### config.mk
export PLATFORM = sky130hd
export DESIGN_NAME = phase_mode_mgr
export DESIGN_NICKNAME = d
export VERILOG_FILES = /design/src/rtl/pmm_pkg.sv /design/src/rtl/pmm_cmp.sv /design/src/rtl/pmm_dwell.sv /design/src/rtl/pmm_fsm.sv /design/src/rtl/phase_mode_mgr.sv
export SDC_FILE = /design/constraint.sdc
export NUM_CORES = 1
export LEC_CHECK = 0
export BUFFER_PORTS_ARGS = -buffer_cell sky130_fd_sc_hd__buf_2
export CAP_MARGIN = 20
export CORE_ASPECT_RATIO = 1.75
export CORE_MARGIN = 8
export CORE_UTILIZATION = 39
export CTS_CLUSTER_DIAMETER = 50
export DETAILED_ROUTE_END_ITERATION = 12
export GPL_ROUTABILITY_DRIVEN = 0
export PLACE_DENSITY = 0.76
export SETUP_SLACK_MARGIN = 0.1
export SLEW_MARGIN = 10
export SYNTH_ARGS = -nofsm -noshare
export SYNTH_HDL_FRONTEND = slang
export SYNTH_SLANG_ARGS = --single-unit
### constraint.sdc
create_clock -name clk -period 3.4 [get_ports clk]
set_clock_uncertainty 0.15 [all_clocks]
set_input_delay 0 -clock clk [delete_from_list [all_inputs] [get_ports clk]]
set_output_delay 0 -clock clk [all_outputs]
set_load 0.02 [all_outputs]
### src/rtl/pmm_pkg.sv
package pmm_pkg;

  typedef enum logic [1:0] {
    MD_DUAL_CCM   = 2'd0,
    MD_SINGLE_CCM = 2'd1,
    MD_SINGLE_DCM = 2'd2
  } mode_e;

  typedef struct packed {
    logic heavy;       // sample at or above phase rising level
    logic below_shed;  // sample under phase falling level
    logic above_dcm;   // sample at or above rectifier rising level
    logic below_dcm;   // sample under rectifier falling level
  } lvl_flags_t;

  function automatic logic mode_ph2(mode_e m);
    return (m == MD_DUAL_CCM);
  endfunction

  function automatic logic mode_sr(mode_e m);
    return (m != MD_SINGLE_DCM);
  endfunction

endpackage

### src/rtl/pmm_cmp.sv
module pmm_cmp #(
  parameter int LW = 12
) (
  input  logic [LW-1:0]          sample,
  input  logic [LW-1:0]          shed_rise,
  input  logic [LW-1:0]          shed_fall,
  input  logic [LW-1:0]          dcm_rise,
  input  logic [LW-1:0]          dcm_fall,
  output pmm_pkg::lvl_flags_t    flags
);

  always_comb begin
    flags.heavy      = (sample >= shed_rise);
    flags.below_shed = (sample <  shed_fall);
    flags.above_dcm  = (sample >= dcm_rise);
    flags.below_dcm  = (sample <  dcm_fall);
  end

endmodule

### src/rtl/pmm_dwell.sv
module pmm_dwell #(
  parameter int DW = 4
) (
  input  logic          clk,
  input  logic          rst,
  input  logic          sample_vld,
  input  logic          qual,
  input  logic          clear,
  input  logic [DW-1:0] limit,
  output logic          hit
);

  localparam int CNTW = DW + 1;

  logic [DW-1:0]   cnt_q;
  logic [CNTW-1:0] need;
  logic [CNTW-1:0] cnt_inc;

  always_comb begin
    need    = (limit == '0) ? CNTW'(1) : {1'b0, limit};
    cnt_inc = {1'b0, cnt_q} + CNTW'(1);
    hit     = sample_vld && qual && !clear && (cnt_inc >= need);
  end

  always_ff @(posedge clk) begin
    if (rst) begin
      cnt_q <= '0;
    end else if (sample_vld) begin
      if (!qual || clear || hit) cnt_q <= '0;
      else                       cnt_q <= cnt_inc[DW-1:0];
    end
  end

  // idle cycles neither advance nor clear the run
  p_idle_holds_run_r4: assert property (@(posedge clk) disable iff (rst)
    !sample_vld |=> $stable(cnt_q));

  // a non-qualifying sample restarts the run
  p_break_restarts_r4: assert property (@(posedge clk) disable iff (rst)
    (sample_vld && !qual) |=> (cnt_q == '0));

endmodule

### src/rtl/pmm_fsm.sv
module pmm_fsm (
  input  logic                 clk,
  input  logic                 rst,
  input  logic                 sample_vld,
  input  pmm_pkg::lvl_flags_t  flags,
  input  logic                 dwell_hit,
  output logic                 qual_dn,
  output logic                 grow,
  output logic                 ph2_q,
  output logic                 sr_q,
  output logic [1:0]           coef_q
);
  import pmm_pkg::*;

  mode_e mode_q, up_tgt, dn_tgt, mode_d;

  always_comb begin
    up_tgt  = mode_q;
    dn_tgt  = mode_q;
    grow    = 1'b0;
    qual_dn = 1'b0;
    case (mode_q)
      MD_DUAL_CCM: begin
        qual_dn = flags.below_shed;
        dn_tgt  = MD_SINGLE_CCM;
      end
      MD_SINGLE_CCM: begin
        dn_tgt = MD_SINGLE_DCM;
        if (flags.heavy) begin
          grow   = 1'b1;
          up_tgt = MD_DUAL_CCM;
        end else begin
          qual_dn = flags.below_dcm;
        end
      end
      MD_SINGLE_DCM: begin
        if (flags.heavy) begin
          grow   = 1'b1;
          up_tgt = MD_DUAL_CCM;
        end else if (flags.above_dcm) begin
          grow   = 1'b1;
          up_tgt = MD_SINGLE_CCM;
        end
      end
      default: begin
        grow   = 1'b1;
        up_tgt = MD_DUAL_CCM;
      end
    endcase

    if (!sample_vld)    mode_d = mode_q;
    else if (grow)      mode_d = up_tgt;
    else if (dwell_hit) mode_d = dn_tgt;
    else                mode_d = mode_q;
  end

  always_ff @(posedge clk) begin
    if (rst) begin
      mode_q <= MD_DUAL_CCM;
      ph2_q  <= 1'b1;
      sr_q   <= 1'b1;
      coef_q <= 2'd0;
    end else begin
      mode_q <= mode_d;
      ph2_q  <= mode_ph2(mode_d);
      sr_q   <= mode_sr(mode_d);
      coef_q <= mode_d;
    end
  end

  // index 0 exactly when both phases run
  p_coef_vs_phase_r2: assert property (@(posedge clk) disable iff (rst)
    (coef_q == 2'd0) == ph2_q);

  // rectifiers off only in single-phase operation
  p_dcm_single_r5: assert property (@(posedge clk) disable iff (rst)
    !sr_q |-> !ph2_q);

  // shedding phase 2 never also drops the rectifiers
  p_one_step_down_r9: assert property (@(posedge clk) disable iff (rst)
    ($past(ph2_q) && !ph2_q) |-> sr_q);

  // no sample, no mode change
  p_idle_hold_r10: assert property (@(posedge clk) disable iff (rst)
    !sample_vld |=> $stable(mode_q));

endmodule

### src/rtl/phase_mode_mgr.sv
module phase_mode_mgr #(
  parameter int LW = 12,
  parameter int DW = 4
) (
  input  logic          clk,
  input  logic          rst,
  input  logic          load_vld,
  input  logic [LW-1:0] load_val,
  input  logic [LW-1:0] shed_rise_lvl,
  input  logic [LW-1:0] shed_fall_lvl,
  input  logic [LW-1:0] dcm_rise_lvl,
  input  logic [LW-1:0] dcm_fall_lvl,
  input  logic [DW-1:0] shed_dwell,
  output logic          ph2_en,
  output logic          sr_en,
  output logic [1:0]    coef_sel
);

  pmm_pkg::lvl_flags_t flags;
  logic qual_dn, grow, dwell_hit;

  pmm_cmp #(.LW(LW)) u_cmp (
    .sample    (load_val),
    .shed_rise (shed_rise_lvl),
    .shed_fall (shed_fall_lvl),
    .dcm_rise  (dcm_rise_lvl),
    .dcm_fall  (dcm_fall_lvl),
    .flags     (flags)
  );

  pmm_dwell #(.DW(DW)) u_dwell (
    .clk        (clk),
    .rst        (rst),
    .sample_vld (load_vld),
    .qual       (qual_dn),
    .clear      (grow),
    .limit      (shed_dwell),
    .hit        (dwell_hit)
  );

  pmm_fsm u_fsm (
    .clk        (clk),
    .rst        (rst),
    .sample_vld (load_vld),
    .flags      (flags),
    .dwell_hit  (dwell_hit),
    .qual_dn    (qual_dn),
    .grow       (grow),
    .ph2_q      (ph2_en),
    .sr_q       (sr_en),
    .coef_q     (coef_sel)
  );

  // a heavy sample restores phase 2 on the next edge
  p_fast_regrow_r6: assert property (@(posedge clk) disable iff (rst)
    (load_vld && (load_val >= shed_rise_lvl)) |=> (ph2_en && sr_en));

endmodule

==> results of run 1 <==
metrics by stage:
stage	util [%]	instances	power, mW	instance area [um2]
detailed placement	49.8	356	0.313	2210
floorplan	-	235	0.232	1800
CTS	51.2	361	0.430	2280
global placement	49.8	356	0.305	2210
finish	51.2	361	0.426	2280
global route	51.2	361	0.468	2280
sequential cells by signal (all words and copies together) (netlist names):
name and cells:
u_fsm.coef_q 2, u_dwell.cnt_q 4, u_fsm.ph2_q 1, u_fsm.sr_q 1
synthesized netlist by cell type (4+ instances only):
cell type	n	area share, %
nand4_1	5	1.7
nor2b_1	5	1.7
a21oi_1	16	4.4
o21ai_0	9	2.5
nor2_1	12	2.5
a211oi_1	5	2.1
o211ai_1	4	1.7
dfxtp_1	8	8.9
nor3_1	4	1.1
inv_1	55	11
nand2b_1	5	1.7
nand2_1	13	2.7
a21o_1	7	2.9
ha_1	56	39
critical path, cell delays in order (launching register included):
cell      delay [ns]
dfxtp_1         0.34
ha_1            0.33
ha_1            0.30
a21o_1          0.15
a21o_1          0.17
a21oi_1         0.19
nor2_1          0.07
a32o_1          0.24
o221ai_2        0.19
or3b_1          0.37
timing repair:
item,CTS,global route
hold endpoints to repair,8,0
hold buffers,2,0
setup endpoints to repair,0,0
power groups by stage:
stage	registers (mW)	logic [mW]	clock network, mW
finish	0.0993	0.213	0.113
floorplan	0.101	0.131	0
global route	0.0993	0.249	0.119
global placement	0.101	0.205	0
detailed placement	0.101	0.212	0
CTS	0.0993	0.215	0.116
worst paths after layout:
kind	end	slack, ns	depth (start not counted)
max	u_fsm.sr_q	0.77	9
min	u_dwell.cnt_q[2]	0.33	7
max reg2reg	u_fsm.sr_q	0.77	9
min reg2reg	u_dwell.cnt_q[3]	0.35	2
area by class of cell:
class                      instances  area, um2
fill                             437       2170
multi-input combinational        172       1430
tap                               51       63.8
timing repair buffer              72        370
clock buffer                       3       41.3
inverter                          55        206
sequential                         8        160
metal layers:
layer | part of all wire, % | GRT usage (%)
met1 | 38 | 13.7
met2 | 54 | 26.4
met3 | 6.1 | 2.23
met4 | 2.2 | 4.81
met5 | 0 | 0
cells by family after synthesis:
family,synth area share (%)
AOI/OAI and AO/OA,25.1
and+or+nand+nor,14.5
xor gates and xnor gates,0.487
DFF,8.89
muxes,0.625
buffers and inverters,11.5
adders and majority gates,38.9
==> out/qor.yml, run 1 <==
critical_path:
  path_class: "reg2reg"
  critPathArrivalTime_ns: 2.58
  critPathLaunchType: "flop"
  regToRegStartpoint: "u_dwell.cnt_q[0]"
  required_ns: 3.35
  end_kind: "flop"
  cp_max_fo: 4
  critPathLaunch: "u_dwell.cnt_q[0]"
final_layout:
  drive_gt1_share_pct: 26.5
  nNetsFinal: 435
  layout_commonest_cell: "buf_2"
  areaGrowthSynthToFinish_pct: 26.4
  mostFrequentLayoutCells: "buf_2, ha_1, inv_1, a21oi_1, nand2_1"
  antenna_cells: 0
route:
  routedWlPerCell_um: 13.0
  routed_via_density: 5.16
  num_vias: 1864
  wirelength_um: 4710
  detail-route-antenna-nets: 0
  drc: 0
  drt_first_pass_iters: 4
  drtIter0Drc: 49
floorplan:
  io_pins: 71
  dieArea_um2: 7130
  start_util_pct: 40.5
  core-area_um2: 4440
  die_x_um: 67.4
  fp.dieH_um: 106
  num_rows: 32
logic_synthesis:
  ys_seq_elements: 8
  synth-async-reset-ratio_pct: 0
  synthCells: 235
  ys_seq_area_share_pct: 8.90
  syn-cell-area_um2: 1800
  synth_cell_types: 39
  syn_area_per_cell_um2: 7.66
  synth_edf_count: 0
  synth_nets: 358
  yosysWarnings: 0
  synthFlopType: "dfxtp_1"
power:
  peakVddDrop_mv: 0.300
  p_seq_share_pct: 23.3
  power.share.clock_pct: 26.6
  p_sw_share_pct: 35.3
  power.density_nw_per_um2: 187
  p_int_mw: 0.276
  power.leakage_nw: 1.33
  power.switching_mw: 0.150
  combPwrFrac_pct: 50.1
global_route:
  grt_antenna_before_repair: 0
  grt_max_degree: 9
  gr-total-overflow: 0
  groute.usage.overall_pct: 13.7
  grt_pass1_wl_um: 8220
  first_global_vias: 2088
timing:
  drv_slew: 0
  hold_viol_final: 0
  final-setup-viol-count: 0
  fin_hold_ws_ns: 0.329
  tns_ns: 0
  fin_crit_sh_pct: 77.3
  post-route-min-period_ns: 2.63
  setup_ws_ns: 0.772
  timing.fmax_mhz: 380
  relSlewSlack_pct: 74.9
  rsz0062_at_grt: "no"
  tightest_slew_ns: 0.373
outcome:
  status: "finished, final reports clean"
placement:
  pre_cts_slack_ns: 0.782
  hpwl_um: 4340
  io_buffers: 70
cts:
  clockRootBuffer: "clkbuf_8"
  path_clk_slew_ns: 0.04
  clkSinkCount: 8
  postCtsSetupRepairBufs: 0
  insertion_delay_ns: 0.23
  cts_tree: "built"
  clk_path_buf_depth: 2
  cts_buffers: 3
  cts-resized-gates: 0
  htreeDepth: 1
hold_path:
  hold_class: "in2reg"
  hp-start: "shed_dwell[3]"
flow_run:
  maxCapViolCount: 0
Note: power is estimated with default switching activity, not from simulation.
==> run 2: changes to the inputs <==
- ABC_AREA: unset -> 1
- PLACE_DENSITY: 0.76 -> 0.75
- clock period: 3.4 -> 2.68 ns (I/O delays scaled with it)
==> out/qor.yml, run 2 <==
placement:
  pre_cts_slack_ns: 0.304  # -0.478 ns
  io_buffers: 70  # unchanged
  placed_cells_incl_taps: 440  # +24%
  hpwl_um: 4410  # +1.7%
cts:
  path_clk_slew_ns: 0.04  # about the same
  cts_buffers: 3  # unchanged
  insertion_delay_ns: 0.23  # about the same
  clkSinkCount: 8  # unchanged
  cts-resized-gates: 0  # unchanged
  clk_path_buf_depth: 2  # unchanged
  htreeDepth: 1  # unchanged
  clockRootBuffer: "clkbuf_8"
  cts_tree: "built"
route:
  drc: 0  # unchanged
  drtIter0Drc: 32  # -35%
  routedWlPerCell_um: 10.7  # -18%
  routed_via_density: 4.67  # -9.6%
  num_vias: 2077  # +11%
  drt_first_pass_iters: 4  # unchanged
  wirelength_um: 4740  # +0.64%
  detail-route-antenna-nets: 0  # unchanged
power:
  peakVddDrop_mv: 0.330  # +10%
  power.density_nw_per_um2: 250  # +34%
  power.leakage_nw: 1.63  # +22%
  finalPower_mw: 0.615  # +44%
floorplan:
  die_x_um: 69.8  # +3.7%
  start_util_pct: 40.1  # -0.43 points
  num_rows: 34  # +6.3%
  core-area_um2: 4930  # +11%
  dieArea_um2: 7700  # +7.9%
  io_pins: 71  # unchanged
  fp.dieH_um: 110  # +4.1%
timing:
  final-setup-viol-count: 0  # unchanged
  fin_crit_sh_pct: 87.4  # +10 points
  rsz0062_at_grt: "no"
  fin_hold_ws_ns: 0.338  # +0.00931 ns
  hold_viol_final: 0  # unchanged
  tns_ns: 0  # unchanged
  setup_ws_ns: 0.337  # -0.435 ns
  drv_slew: 0  # unchanged
  post-route-min-period_ns: 2.34  # -0.285 ns
  tightest_slew_ns: 0.244  # -0.129 ns
  relSlewSlack_pct: 83.7  # +8.8 points
  timing.fmax_mhz: 427  # +12%
logic_synthesis:
  yosysMostFrequentCell: "inv_1"
  synth_cell_types: 27  # -31%
  synth_area_leader_cell: "ha_1"
  synthTopCellsByArea: "ha_1, inv_1, nand2_1"
  ys_seq_area_share_pct: 8.10  # -0.80 points
  synth_common_cells: "inv_1, nand2_1, ha_1, a21oi_1, nor2_1"
  syn_area_per_cell_um2: 6.26  # -18%
  ys_seq_elements: 8  # unchanged
  synth_edf_count: 0  # unchanged
  yosysWarnings: 0  # unchanged
  synthFlopType: "dfxtp_1"
  synth-async-reset-ratio_pct: 0  # unchanged
  synthCells: 316  # +34%
  netlist.area_leader.share_pct: 35.4  # -3.5 points
  syn-cell-area_um2: 1980  # +9.9%
  synth_nets: 439  # +23%
final_layout:
  antenna_cells: 0  # unchanged
  areaGrowthSynthToFinish_pct: 24.2
  nNetsFinal: 516  # +19%
  fill_cells: 528  # +21%
  largest_register: "u_dwell.cnt_q"
  finalNonFillerCells: 445  # +23%
  largest_reg_flops: 4  # unchanged
  mostFrequentLayoutCells: "inv_1, nand2_1, buf_2, ha_1, a21oi_1"
  layout_commonest_cell: "inv_1"
  top_regs: "u_dwell.cnt_q (4), u_fsm.coef_q (2)"
  drive_gt1_share_pct: 23.5  # -2.9 points
critical_path:
  critPathLaunchType: "flop"
  max_stage_delay_ns: 0.40  # +0.03 ns
  end_kind: "flop"
  crit_path_top_delay_cell: "dfxtp_1"
  crit_top_cell: "nand2_1"
  path_class: "reg2reg"
  critPathArrivalTime_ns: 2.31  # -0.27 ns
  crit_chain: "ha_1 > xor2_1 > ha_1 > a21oi_1 > nand3b_1 > nand4_1 > nand2_1 > inv_1 > a31oi_1 > nand2_1 > nand2_1 > nand2_2 > inv_2 > nand2_2"
  required_ns: 2.65  # -0.70 ns
  cp_max_fo: 5  # +1
global_route:
  grt_max_degree: 8  # -1
  first_global_vias: 2191  # +4.9%
  gr-total-overflow: 0  # unchanged
  groute.usage.overall_pct: 12.6  # -1.1 points
  grt_antenna_before_repair: 0  # unchanged
  grt_pass1_wl_um: 8310  # +1.2%
hold_path:
  hold_class: "reg2reg"
outcome:
  status: "finished, final reports clean"
flow_run:
  maxCapViolCount: 0  # unchanged
==> run 2: power breakdown <==
part	switching [mW]	total [mW]	internal, mW
clock network	0.0446	0.142	0.0970
registers	0.00709	0.135	0.127
logic	0.192	0.339	0.147
==> run 2: path summary, 6_finish.rpt <==
kind / slack (ns) / end / cells after the start / start
setup / recovery: 0.34 / u_fsm.sr_q / 14 / u_dwell.cnt_q[0]
hold / removal: 0.34 / u_dwell.cnt_q[1] / 2 / u_dwell.cnt_q[1]
setup reg to reg: 0.34 / u_fsm.sr_q / 14 / u_dwell.cnt_q[0]
hold reg to reg: 0.34 / u_dwell.cnt_q[1] / 2 / u_dwell.cnt_q[1]
==> run 2: critical path, delay by kind of cell (launching register included) <==
kind / cells / cell delay, ns
compound gates: 2 / 0.30
xor+xnor: 1 / 0.22
fa+ha+maj: 2 / 0.50
buf+inv: 2 / 0.12
flops: 1 / 0.40
simple gates: 7 / 0.56
==> run 2: cells by family after synthesis <==
family,synth area share [%]
AO/OA/AOI/OAI,10.6
XOR/XNOR,0.886
adder cells (fa/ha/maj),35.4
buffers and inverters,16.5
flip-flops,8.10
AND/OR/NAND/NOR,28.5
==> run 2: layout make-up <==
class / instances / area (um2) / area share (%)
clock buffer: 3 / 41.3 / 1.68
inverter: 87 / 327 / 13.3
multi-input combinational: 221 / 1490 / 60.7
sequential: 8 / 160 / 6.52
tap: 54 / 67.6 / 2.75
timing repair buffer: 72 / 370 / 15.1
==> run 2: per-layer routing <==
metal | track usage [%] | part of all wire, % | wire length (um)
met5 | 0 | 0 | 0
met4 | 4.47 | 2.0 | 93
met3 | 1.79 | 3.3 | 158
met2 | 27.4 | 57 | 2700
met1 | 10.9 | 38 | 1790
==> run 2: stage by stage <==
stage                     utilization [%]  instance area (um2)
after detailed placement             48.6                 2400
after global routing                 49.8                 2460
final                                49.8                 2460
after floorplan                         -                 1980
after CTS                            49.8                 2460
after global placement               48.6                 2400
==> run 2: timing repair <==
item | 4_1_cts | 5_1_grt
setup endpoints to repair | 0 | 0
hold buffers | 2 | 0
hold endpoints to repair | 5 | 0
buffers inserted | 0 | 0
